`src/rtl/tdmo_pkg.sv`:
```
package tdmo_pkg;
    typedef enum logic [1:0] {
        SEQ_IDLE,
        SEQ_ARMED,
        SEQ_OUT_UP,
        SEQ_READY
    } seq_e;

    typedef enum logic [1:0] {
        PH_WAIT,
        PH_SKEW,
        PH_ACTIVE
    } phase_e;
endpackage

```
`src/rtl/tdmo_reset_seq.sv`:
```
module tdmo_reset_seq
    import tdmo_pkg::*;
(
    input  logic clk,
    input  logic rst_n,
    input  logic out_rst_n,
    input  logic in_rst_n,
    input  logic enable,
    output logic run_o,
    output logic flag_clr_o
);
    typedef struct packed {
        seq_e st;
    } seq_st_t;

    seq_st_t q, d;
    logic both_low;

    always_comb begin
        d        = q;
        both_low = !out_rst_n && !in_rst_n;
        if (both_low) begin
            d.st = SEQ_ARMED;
        end else begin
            case (q.st)
                SEQ_ARMED:  d.st = (out_rst_n && !in_rst_n) ? SEQ_OUT_UP : SEQ_IDLE;
                SEQ_OUT_UP: begin
                    if (out_rst_n && in_rst_n) d.st = SEQ_READY;
                    else if (!out_rst_n)       d.st = SEQ_IDLE;
                end
                SEQ_READY:  if (!(out_rst_n && in_rst_n)) d.st = SEQ_IDLE;
                default:    d.st = q.st;
            endcase
        end
        run_o      = (q.st == SEQ_READY) && enable;
        flag_clr_o = both_low;
    end

    always_ff @(posedge clk or negedge rst_n) begin
        if (!rst_n) q <= '{st: SEQ_IDLE};
        else        q <= d;
    end
endmodule

```
`src/rtl/tdmo_frame_ctl.sv`:
```
module tdmo_frame_ctl
    import tdmo_pkg::*;
#(
    parameter int BIT_W  = 5,
    parameter int SLOT_W = 5
) (
    input  logic              clk,
    input  logic              rst_n,
    input  logic              run,
    input  logic              fs,
    input  logic [BIT_W-1:0]  skew,
    input  logic [BIT_W-1:0]  width_m1,
    input  logic [SLOT_W-1:0] slots_m1,
    output logic              slot_start_o,
    output logic [SLOT_W-1:0] slot_idx_o,
    output logic              adv_o,
    output logic [BIT_W-1:0]  adv_idx_o
);
    typedef struct packed {
        phase_e            phase;
        logic              fs;
        logic [BIT_W-1:0]  skew;
        logic [BIT_W-1:0]  bits_left;
        logic [SLOT_W-1:0] slot;
    } frm_st_t;

    frm_st_t q, d;
    logic fs_rise;
    logic begin0;

    always_comb begin
        d            = q;
        d.fs         = fs;
        fs_rise      = fs && !q.fs;
        begin0       = 1'b0;
        slot_start_o = 1'b0;
        slot_idx_o   = '0;
        adv_o        = 1'b0;
        adv_idx_o    = '0;
        if (!run) begin
            d.phase = PH_WAIT;
        end else if (fs_rise) begin
            if (skew == '0) begin
                begin0 = 1'b1;
            end else begin
                d.phase = PH_SKEW;
                d.skew  = skew;
            end
        end else begin
            case (q.phase)
                PH_SKEW: begin
                    if (q.skew == BIT_W'(1)) begin0 = 1'b1;
                    else                     d.skew = q.skew - BIT_W'(1);
                end
                PH_ACTIVE: begin
                    if (q.bits_left == '0) begin
                        if (q.slot == slots_m1) begin
                            d.phase = PH_WAIT;
                        end else begin
                            slot_start_o = 1'b1;
                            slot_idx_o   = q.slot + SLOT_W'(1);
                            d.slot       = q.slot + SLOT_W'(1);
                            d.bits_left  = width_m1;
                        end
                    end else begin
                        adv_o       = 1'b1;
                        adv_idx_o   = q.bits_left - BIT_W'(1);
                        d.bits_left = q.bits_left - BIT_W'(1);
                    end
                end
                default: d.phase = PH_WAIT;
            endcase
        end
        if (begin0) begin
            slot_start_o = 1'b1;
            slot_idx_o   = '0;
            d.slot       = '0;
            d.bits_left  = width_m1;
            d.phase      = PH_ACTIVE;
        end
    end

    always_ff @(posedge clk or negedge rst_n) begin
        if (!rst_n) q <= '{phase: PH_WAIT, fs: 1'b0, skew: '0, bits_left: '0, slot: '0};
        else        q <= d;
    end
endmodule

```
`src/rtl/tdmo_lane.sv`:
```
module tdmo_lane #(
    parameter int WORD_W    = 32,
    parameter int MAX_SLOTS = 32,
    parameter int BIT_W     = 5,
    parameter int SLOT_W    = 5
) (
    input  logic                 clk,
    input  logic                 rst_n,
    input  logic                 flag_clr,
    input  logic                 slot_start,
    input  logic [SLOT_W-1:0]    slot_idx,
    input  logic                 adv,
    input  logic [BIT_W-1:0]     adv_idx,
    input  logic [BIT_W-1:0]     width_m1,
    input  logic [MAX_SLOTS-1:0] mask,
    input  logic [WORD_W-1:0]    mute,
    input  logic                 valid,
    input  logic [WORD_W-1:0]    data,
    output logic                 ready_o,
    output logic                 bit_o,
    output logic                 underrun_o
);
    typedef struct packed {
        logic [WORD_W-1:0] word;
        logic              bit_out;
        logic              flag;
    } lane_st_t;

    lane_st_t q, d;
    logic slot_on;
    logic [WORD_W-1:0] sel;

    always_comb begin
        d       = q;
        slot_on = mask[slot_idx];
        sel     = (slot_on && valid) ? data : mute;
        ready_o = slot_start && slot_on;
        if (slot_start) begin
            d.word    = sel;
            d.bit_out = sel[width_m1];
        end else if (adv) begin
            d.bit_out = q.word[adv_idx];
        end else begin
            d.bit_out = 1'b0;
        end
        if (flag_clr)                            d.flag = 1'b0;
        else if (slot_start && slot_on && !valid) d.flag = 1'b1;
    end

    always_ff @(posedge clk or negedge rst_n) begin
        if (!rst_n) q <= '{word: '0, bit_out: 1'b0, flag: 1'b0};
        else        q <= d;
    end

    assign bit_o      = q.bit_out;
    assign underrun_o = q.flag;
endmodule

```
`src/rtl/tdmo_serializer.sv`:
```
module tdmo_serializer #(
    parameter int LANES     = 4,
    parameter int WORD_W    = 32,
    parameter int MAX_SLOTS = 32
) (
    input  logic                       clk,
    input  logic                       rst_n,
    input  logic                       cfg_enable,
    input  logic                       cfg_out_rst_n,
    input  logic                       cfg_in_rst_n,
    input  logic                       cfg_fs_invert,
    input  logic [$clog2(WORD_W)-1:0]    cfg_slot_width_m1,
    input  logic [$clog2(MAX_SLOTS)-1:0] cfg_slots_m1,
    input  logic [$clog2(WORD_W)-1:0]    cfg_skew,
    input  logic [LANES*MAX_SLOTS-1:0] cfg_lane_mask,
    input  logic [WORD_W-1:0]          cfg_mute_value,
    input  logic                       fsync_i,
    input  logic [LANES-1:0]           smp_valid_i,
    input  logic [LANES*WORD_W-1:0]    smp_data_i,
    output logic [LANES-1:0]           smp_ready_o,
    output logic [LANES-1:0]           lane_o,
    output logic [LANES-1:0]           underrun_o
);
    localparam int BIT_W  = $clog2(WORD_W);
    localparam int SLOT_W = $clog2(MAX_SLOTS);

    logic              run;
    logic              flag_clr;
    logic              slot_start;
    logic [SLOT_W-1:0] slot_idx;
    logic              adv;
    logic [BIT_W-1:0]  adv_idx;

    tdmo_reset_seq u_seq (
        .clk        (clk),
        .rst_n      (rst_n),
        .out_rst_n  (cfg_out_rst_n),
        .in_rst_n   (cfg_in_rst_n),
        .enable     (cfg_enable),
        .run_o      (run),
        .flag_clr_o (flag_clr)
    );

    tdmo_frame_ctl #(.BIT_W(BIT_W), .SLOT_W(SLOT_W)) u_frame (
        .clk          (clk),
        .rst_n        (rst_n),
        .run          (run),
        .fs           (fsync_i ^ cfg_fs_invert),
        .skew         (cfg_skew),
        .width_m1     (cfg_slot_width_m1),
        .slots_m1     (cfg_slots_m1),
        .slot_start_o (slot_start),
        .slot_idx_o   (slot_idx),
        .adv_o        (adv),
        .adv_idx_o    (adv_idx)
    );

    for (genvar l = 0; l < LANES; l++) begin : g_lane
        tdmo_lane #(
            .WORD_W(WORD_W), .MAX_SLOTS(MAX_SLOTS), .BIT_W(BIT_W), .SLOT_W(SLOT_W)
        ) u_lane (
            .clk        (clk),
            .rst_n      (rst_n),
            .flag_clr   (flag_clr),
            .slot_start (slot_start),
            .slot_idx   (slot_idx),
            .adv        (adv),
            .adv_idx    (adv_idx),
            .width_m1   (cfg_slot_width_m1),
            .mask       (cfg_lane_mask[l*MAX_SLOTS +: MAX_SLOTS]),
            .mute       (cfg_mute_value),
            .valid      (smp_valid_i[l]),
            .data       (smp_data_i[l*WORD_W +: WORD_W]),
            .ready_o    (smp_ready_o[l]),
            .bit_o      (lane_o[l]),
            .underrun_o (underrun_o[l])
        );
    end
endmodule

```
`config.mk`:
```
export PLATFORM = sky130hd
export DESIGN_NAME = tdmo_serializer
export DESIGN_NICKNAME = d
export VERILOG_FILES = /design/src/rtl/tdmo_pkg.sv /design/src/rtl/tdmo_reset_seq.sv /design/src/rtl/tdmo_frame_ctl.sv /design/src/rtl/tdmo_lane.sv /design/src/rtl/tdmo_serializer.sv
export SDC_FILE = /design/constraint.sdc
export NUM_CORES = 1
export LEC_CHECK = 0
export ABC_AREA = 0
export BUFFER_PORTS_ARGS = -buffer_cell sky130_fd_sc_hd__buf_2
export CORE_MARGIN = 1
export CORE_UTILIZATION = 27
export DETAILED_ROUTE_END_ITERATION = 8
export SLEW_MARGIN = 30
export SYNTH_ARGS = -nofsm -noshare
export SYNTH_HDL_FRONTEND = slang
export SYNTH_SLANG_ARGS = --single-unit
```
`constraint.sdc`:
```
create_clock -name clk -period 10.3 [get_ports clk]
set_clock_uncertainty 0.2 [all_clocks]
set_input_delay 1.03 -clock clk [delete_from_list [all_inputs] [get_ports clk]]
set_output_delay 1.03 -clock clk [all_outputs]
set_load 0.1 [all_outputs]
```
=== Word level (Yosys, flattened, before mapping) ===
Cells that the tools add are included.

* $add $sub $neg: 3
* Multipliers: 0
* Divide/modulo/power cells: 0
* $lt $le $gt $ge: 3
* Equal/unequal tests: 18
* Shifts and indexed selects: 0
* Mux-type cells: 93
* Bitwise logic cells: 1
* Reductions and logical operators: 40

{| class="wikitable"
|+ Operator list
! kind !! count
|-
| 32-bit 2-to-1 mux || 4
|-
| 5-bit 2-to-1 mux || 16
|-
| 1-bit binary-select mux with 5-bit select || 12
|-
| 10-bit 2-to-1 mux || 5
|-
| 1-bit 2-to-1 mux || 43
|-
| 2-bit 2-to-1 mux || 11
|-
| 5-bit by 6-bit < comparator with 1-bit output (second input constant) || 3
|-
| 1-bit logical AND || 17
|-
| 2-bit nonzero test || 8
|-
| 4-bit AND reduction || 3
|-
| 5-bit zero test || 2
|-
| 5-bit != test (second input constant) || 2
|-
| 5-bit by 1-bit subtractor with 5-bit output (second input constant) || 2
|-
| 4-bit != test (second input constant) || 2
|-
| 1-bit zero test || 7
|-
| 2-bit equality test (second input constant) || 3
|-
| 2-bit case mux with 3 select lines || 1
|-
| 5-bit by 1-bit adder with 5-bit output (second input constant) || 1
|-
| 5-bit by 1-bit equality test with 1-bit output (second input constant) || 1
|-
| 5-bit equality test || 1
|-
| 5-bit AND reduction || 1
|-
| 2-bit by 1-bit equality test with 1-bit output (second input constant) || 2
|-
| 2-bit by 1-bit != test with 1-bit output (second input constant) || 2
|-
| 2-bit != test (second input constant) || 2
|-
| other kinds (7) || 7
|}

* Flip-flop bits (word level): 156
* Bits in latches: 0
* RAM bits: 0
* Memory bits (read-only): 0
* Output and inout bits: 12
* Logic and storage cells: 176
* Memories kept: 0

=== Logic depth before layout (Yosys ltp) ===
Gate-level depths: netlist of run 1.

* Depth in word-level cells: 14
* Gate-level depth with buffers: 20
* Depth with buffers taken out: 15

=== Hierarchy ===
A second synthesis of run 1 with hierarchy kept.

* Cell total of the unflattened synthesis: 1199
* Area total of the unflattened synthesis: 11810.1 um^2

{| class="wikitable"
|+ Modules (own cells, without submodules)
! module !! times used !! cells each !! area each (um^2) !! sequential area each (um^2)
|-
| tdmo_lane || 4 || 266 || 2635.0 || 850.8
|-
| tdmo_frame_ctl || 1 || 124 || 1164.9 || 450.4
|-
| tdmo_reset_seq || 1 || 10 || 96.3 || 50.0
|-
| tdmo_serializer || 1 || 1 || 8.8 || 0.0
|}

=== Worst setup path before layout of run 1 ===
No wires, ideal clock.

* Path kind: input to register
* Start: input port cfg_fs_invert
* End: register g_lane[0].u_lane.q (netlist bit g_lane[0].u_lane.bit_o)
* Library setup time: 0.125 ns
* Arrival time: 4.340 ns
* Data required time: 9.975 ns
* Slack: 5.635 ns
* Cell stages on the path: 15
* Path buffers: 1
* Cells stage by stage: xnor2_2 -> inv_2 -> a211oi_4 -> o2111ai_2 -> buf_6 -> mux2i_1 -> a222oi_1 -> o211ai_1 -> o32ai_4 -> mux2_2 -> a221o_1 -> nor3_1 -> a21boi_1 -> o221ai_1 -> a21oi_1

{| class="wikitable"
|+ RTL lines
! element !! RTL line !! RTL
|-
| start: declaration || tdmo_serializer.sv:11 || <nowiki>input logic cfg_fs_invert,</nowiki>
|-
| end signal: assignment || tdmo_lane.sv:51 || <nowiki>if (!rst_n) q <= '{word: '0, bit_out: 1'b0, flag: 1'b0};</nowiki>
|-
| end: declaration || tdmo_lane.sv:29 || <nowiki>lane_st_t q, d;</nowiki>
|}

==> results of run 1 <==
==> power by group <==
part           switching (W)  total [W]  internal, W
Combinational       0.000148   0.000249     0.000101
Sequential        0.00000383   0.000622     0.000618
Clock               0.000283   0.000611     0.000328
Total               0.000435    0.00148      0.00105
==> per-stage QoR <==
step           utilization  area, um2   power, W  hold WS [ps]
2_1_floorplan            -      11580  0.0007458         238.6
3_3_place_gp        0.3199      13480  0.0008761         251.0
3_5_place_dp        0.3202      13490  0.0008768         265.5
4_1_cts             0.3327      14020   0.001489         280.5
5_1_grt             0.3331      14040   0.001530         304.1
6_report            0.3331      14040   0.001481         276.6
==> cell usage after synthesis, types with 10 or more instances <==
cell type,n,share of area
o211ai_1,22,0.014
o21ai_0,51,0.022
xnor2_1,10,0.0076
clkbuf_1,73,0.024
a311oi_1,16,0.012
nand2_1,131,0.042
dfrtp_1,156,0.34
nor2_1,215,0.070
buf_6,11,0.011
o22ai_1,22,0.012
mux2_2,21,0.020
mux2i_1,138,0.12
inv_1,19,0.0062
a21oi_1,146,0.063
nor3_1,22,0.0095
and3_1,18,0.0097
buf_4,18,0.012
a221oi_1,30,0.023
nand3_1,53,0.023
a22oi_1,13,0.0084
a211oi_1,15,0.0097
==> registers in the layout (all words and copies together), names as in the netlist <==
register,count
g_lane.u_lane.q,128
g_lane.u_lane.bit_o,4
u_frame.q,18
g_lane.u_lane.underrun_o,4
u_seq.q,2
==> worst paths after layout <==
path / from / endpoint / slack [ps] / depth (start not counted)
hold / removal: g_lane[3].u_lane.q[28] / g_lane[3].u_lane.q[28] / 280 / 2
min in group asynchronous: rst_n / g_lane[2].u_lane.q[27] / 470 / 1
setup / recovery: cfg_fs_invert / g_lane[0].u_lane.bit_o / 4370 / 16
max in group asynchronous: rst_n / u_frame.q[16] / 8130 / 2
setup reg to reg: u_frame.q[0] / g_lane[0].u_lane.bit_o / 4630 / 15
hold reg to reg: g_lane[3].u_lane.q[28] / g_lane[3].u_lane.q[28] / 280 / 2
==> cell families (layout without fill, tap and decap cells) <==
kind of cell | Yosys count | after routing
simple gates | 491 | 491
compound gates | 407 | 407
mux | 167 | 167
flops | 156 | 156
buf+inv | 140 | 400
xor+xnor | 16 | 16
fa+ha+maj | 8 | 8
other cells | 0 | 1
==> critical path, cell delays in order <==
cell and delay (ps):
buf_2 110, xnor2_2 320, inv_2 120, nand4_1 170, a21o_1 690, a211oi_1 250
a222oi_1 700, o211ai_1 300, o32ai_4 260, buf_4 540, mux4_2 590, a22oi_1 200
nand4_1 150, a21boi_1 160, o221ai_1 250, a21oi_1 110
==> routing by layer <==
metal,wire (um),vias up,track usage
met5,13,-,0
met4,1963,2,0.09432
met3,4880,125,0.05035
met2,23970,857,0.3840
met1,20320,6033,0.2812
li1,-,5615,-
==> area by class of cell <==
class,count,area (um2)
fill,4440,28100
clock inverter,11,96.34
multi-input combinational,1089,7027
antenna,1,2.502
clock buffer,18,429.2
sequential,156,3904
inverter,23,86.33
timing repair buffer,348,1817
tap,539,674.4
==> placed cells by master, fill, tap and decap left out, drive strengths merged, types with 9 or more instances in the layout <==
master and count:
nor2 215, inv 22, clkinv 9, a21oi 147
nor4 9, o211ai 22, a22oi 13, a221oi 30
mux2i 138, and3 18, o21ai 56, a311oi 16
nor3 22, o22ai 23, mux2 21, xnor2 11
nand3 53, a211oi 17, nand2 131, buf 348
dfrtp 156, clkbuf 18
==> results.toml, run 1 <==
[outcome]
run_status = "complete, no violations"

[sta]
relSlewSlack = 0.3364
drv_slew = 0
setup_ws_ps = 4369
tns_ps = 0
fmax_mhz = 168.6
setup_viol = 0
fin_crit_sh = 0.5759
fin_crit_ps = 5931
finalHoldViolCount = 0
tightest_slew_ps = 991.0
rsz0062_at_grt = "no"

[global_routing]
grt_max_degree = 108
antenna_found_initial = 2
grt_pass1_vias = 12360
grt_pass1_wl_mm = 75.20
grt_overflow = 0
grt_usage = 0.2283

[synth]
muxShareOfSynthArea = 0.1552
synth_compound_area_frac = 0.2404
yosysUniqueCellTypes = 78
ys_seq_area_frac = 0.3370
synth_edf_count = 0
synth-xor-area-share = 0.01274
synth_area_um2 = 11580
synth.avg_cell_area_um2 = 8.365
synthAdderAreaFrac = 0.008640
synth_simple_gate_area_share = 0.1853
yosysWarnings = 0
syn-num-nets = 1707
ys_ff_latch = 156
synthArstFlopShare = 1.000
synth_top_flop_cell = "dfrtp_1"
syn_inst = 1385
synth_top_family_by_area = "compound AO/OA/AOI/OAI gates"

[route]
viasPerCell = 5.781
drc = 0
drt-total-wl_mm = 51.14
antenna_left = 0
wire_per_inst_um = 23.41
first_pass_iters = 6
vias = 12632
drt_iter0_drc = 1383

[critical_path]
cp-end-kind = "flip-flop"
cp_max_fo = 35
critical_path_class = "in -> reg"
crit_arrival_ps = 6050
worstSetupStartpointType = "input pin"
cp.required_ps = 10410

[cells_and_area]
drive_above_1_share = 0.2620
nets = 1957
fin_cells = 2185
area_growth_pct = 21.16

[power]
p_per_area_nw_per_um2 = 105.5
p_leak_nw = 6.641
max-vdd-ir-drop_uv = 114.1

[floorplanning]
ioPinCount = 326
fp.dieH_um = 209.1
core-area_um2 = 42130
num_rows = 75
die_w_um = 209.1
initial_utilization = 0.2750
dieArea_um2 = 43740

[clocking]
htree_levels = 4
clock-sinks = 156
path_clk_slew_ps = 60
numCtsBuffers = 17
postCtsHoldBufs = 0
clock_path_buffers = 2
ctsRootBufferMaster = "clkbuf_16"
clkLatencyLatePin_ps = 440
cts.repair.resized = 0
postCtsSetupRepairBufs = 0
cts_tree = "built"

[job]
cap_viol_max_count = 0

[place]
pre_cts_ws_ps = 3982
place.gp.congestion = 0.9235
hpwlAfterDp_mm = 37.37
dp.cells = 2155
port_buffers = 325

[worst_hold_path]
hold_path_class = "reg -> reg"
(Power assumes the default switching activity.)
==> run 2, diff against run 1 <==
==> constraint.sdc (replaced) <==
create_clock -name clk -period 4.75 [get_ports clk]
set_clock_uncertainty 0.2 [all_clocks]
set_input_delay 0.475 -clock clk [delete_from_list [all_inputs] [get_ports clk]]
set_output_delay 0.475 -clock clk [all_outputs]
set_load 0.1 [all_outputs]
==> run 2 against run 1 <==
Against the previous run: first-iteration DRC count down 5.4%; register-to-register slack worse by 4500 ps; core utilization up 2.5 points; cell area up 7.5%; worst hold slack worse by 150 ps; combinational power up 140%; largest cell class unchanged; total power up 130%; critical path depth up 1; critical endpoint is now g_lane[3].u_lane.bit_o; routed wire length up 5.1%; sequential power up 120%; largest power group is now clock; count of clock-buffer cells in the layout up 2.
==> results.toml, run 2 (same netlist as run 1, synthesis figures left out) <==
[cells_and_area]
area_growth_pct = 30.20
antennaDiodeCount = 0
nets = 2060
largest_register_ffs = 128
fin_area_um2 = 15080
final_core_util = 0.3580
final_common_cell = "buf_2"
reg.largest.list = "g_lane.u_lane.q: 128 flops, u_frame.q: 18 flops"
drive_above_1_share = 0.3099
regMostFlops = "g_lane.u_lane.q"
final_cell_mix = "buf_2, nor2_1, dfrtp_1, a21oi_1, mux2i_1"

[critical_path]
cp_max_fo = 21
path_cells = "inv_1, ha_1, or4b_4, nor3_1, o2111ai_2, a211oi_1, buf_4, a222oi_1, nand3_1, o22a_1, a21o_2, buf_12, buf_4, mux2i_1, o221ai_1, o32ai_2, o31ai_1"
critical_path_class = "reg -> reg"
cp_common_cell = "buf_4"
cp-end-kind = "flip-flop"
cp.required_ps = 4860
crit_arrival_ps = 4720
slowest_delay_ps = 480
slowest_stage = "or4b_4"
worstSetupStartpointType = "flip-flop"

[route]
viasPerCell = 5.691
drc = 0
drt-total-wl_mm = 53.77
antenna_left = 0
wire_per_inst_um = 23.50
drt_iter0_drc = 1308
first_pass_iters = 7
vias = 13020

[place]
place.gp.congestion = 0.9706
hpwlAfterDp_mm = 40.86
pre_cts_ws_ps = -90.34
placed_cell_area_um2 = 14340
port_buffers = 325

[global_routing]
grt_max_degree = 109
antenna_found_initial = 1
grt_pass1_wl_mm = 78.78
grt_overflow = 0
grt_usage = 0.2404
grt_pass1_vias = 12769

[power]
p_per_area_nw_per_um2 = 225.2
power_w = 0.003396
p_leak_nw = 7.222
max-vdd-ir-drop_uv = 324.3

[clocking]
clkLatencyLatePin_ps = 440
path_clk_slew_ps = 60
cts_tree = "built"
numCtsBuffers = 17
htree_levels = 4
clock-sinks = 156
clock_path_buffers = 2
ctsRootBufferMaster = "clkbuf_16"

[floorplanning]
core-area_um2 = 42130
ioPinCount = 326
num_rows = 75
fp.dieH_um = 209.1
dieArea_um2 = 43740
initial_utilization = 0.2750
die_w_um = 209.1

[job]
cap_viol_max_count = 0

[sta]
tightest_slew_ps = 981.7
tns_ps = 0
fin_crit_sh = 0.9689
fin_crit_ps = 4602
relSlewSlack = 0.3431
setup_viol = 0
fmax_mhz = 217.3
finalHoldViolCount = 0
setup_ws_ps = 147.9
drv_slew = 0

[worst_hold_path]
hold_path_class = "in -> reg"

[outcome]
run_status = "complete, no violations"
[run 2: routing by layer]
layer  vias to the layer above  share of wire  GRT usage
met4                         2          0.042     0.1045
li1                       5796              -          -
met1                      6247           0.41     0.3078
met2                       859           0.46     0.3933
met3                       116          0.086    0.04599
met5                         -        0.00024          0
[run 2: path summary, 6_finish.rpt]
| check | from | to | slack [ps] | cells past startpoint |
|---|---|---|---|---|
| min in group asynchronous | rst_n | g_lane[2].u_lane.q[27] | 500 | 2 |
| max in group asynchronous | rst_n | g_lane[2].u_lane.q[15] | 2880 | 3 |
| max reg2reg | u_frame.q[6] | g_lane[3].u_lane.bit_o | 150 | 17 |
| min reg2reg | g_lane[0].u_lane.q[15] | g_lane[0].u_lane.q[15] | 280 | 2 |
| max | u_frame.q[6] | g_lane[3].u_lane.bit_o | 150 | 17 |
| min | cfg_skew[1] | u_frame.q[11] | 130 | 3 |
[run 2: repair_timing]
action | in CTS | in global routing
setup buffers | 0 | 5
endpoints found under the setup margin | 1 | 6
pin swaps | 0 | 7
endpoints found under the hold margin | 106 | 0
cloned | 0 | 1
hold buffers | 1 | 0
resized for setup | 2 | 13
[run 2: where the power goes]
part | internal [W] | total [W] | switching, W
combinational | 0.000261 | 0.000601 | 0.000340
clock | 0.000850 | 0.00145 | 0.000598
sequential | 0.00134 | 0.00135 | 0.00000820
[run 2: through the flow]
stage,hold slack (ps),std cells
3_3_place_gp,253.9,2251
3_5_place_dp,270.7,2251
4_1_cts,109.4,2282
5_1_grt,124.0,2288
2_1_floorplan,-20.59,1385
6_report,127.8,2288
[run 2: critical path: cells and delay by family, from the launching register on]
kind / cells / cell delay [ps]
AO/OA/AOI/OAI: 8 / 1760
buffers and inverters: 4 / 680
flip-flops: 1 / 380
multiplexers: 1 / 360
AND/OR/NAND/NOR: 3 / 890
adder cells (fa/ha/maj): 1 / 170
[run 2: cell type report]
cell class | instances | area, um2
Timing Repair Buffer | 451 | 2750
Tap cell | 539 | 674.4
Inverter | 23 | 86.33
Fill cell | 4359 | 27050
Clock buffer | 20 | 456.7
Sequential cell | 156 | 3904
Multi-Input combinational cell | 1089 | 7072
Clock inverter | 10 | 140.1
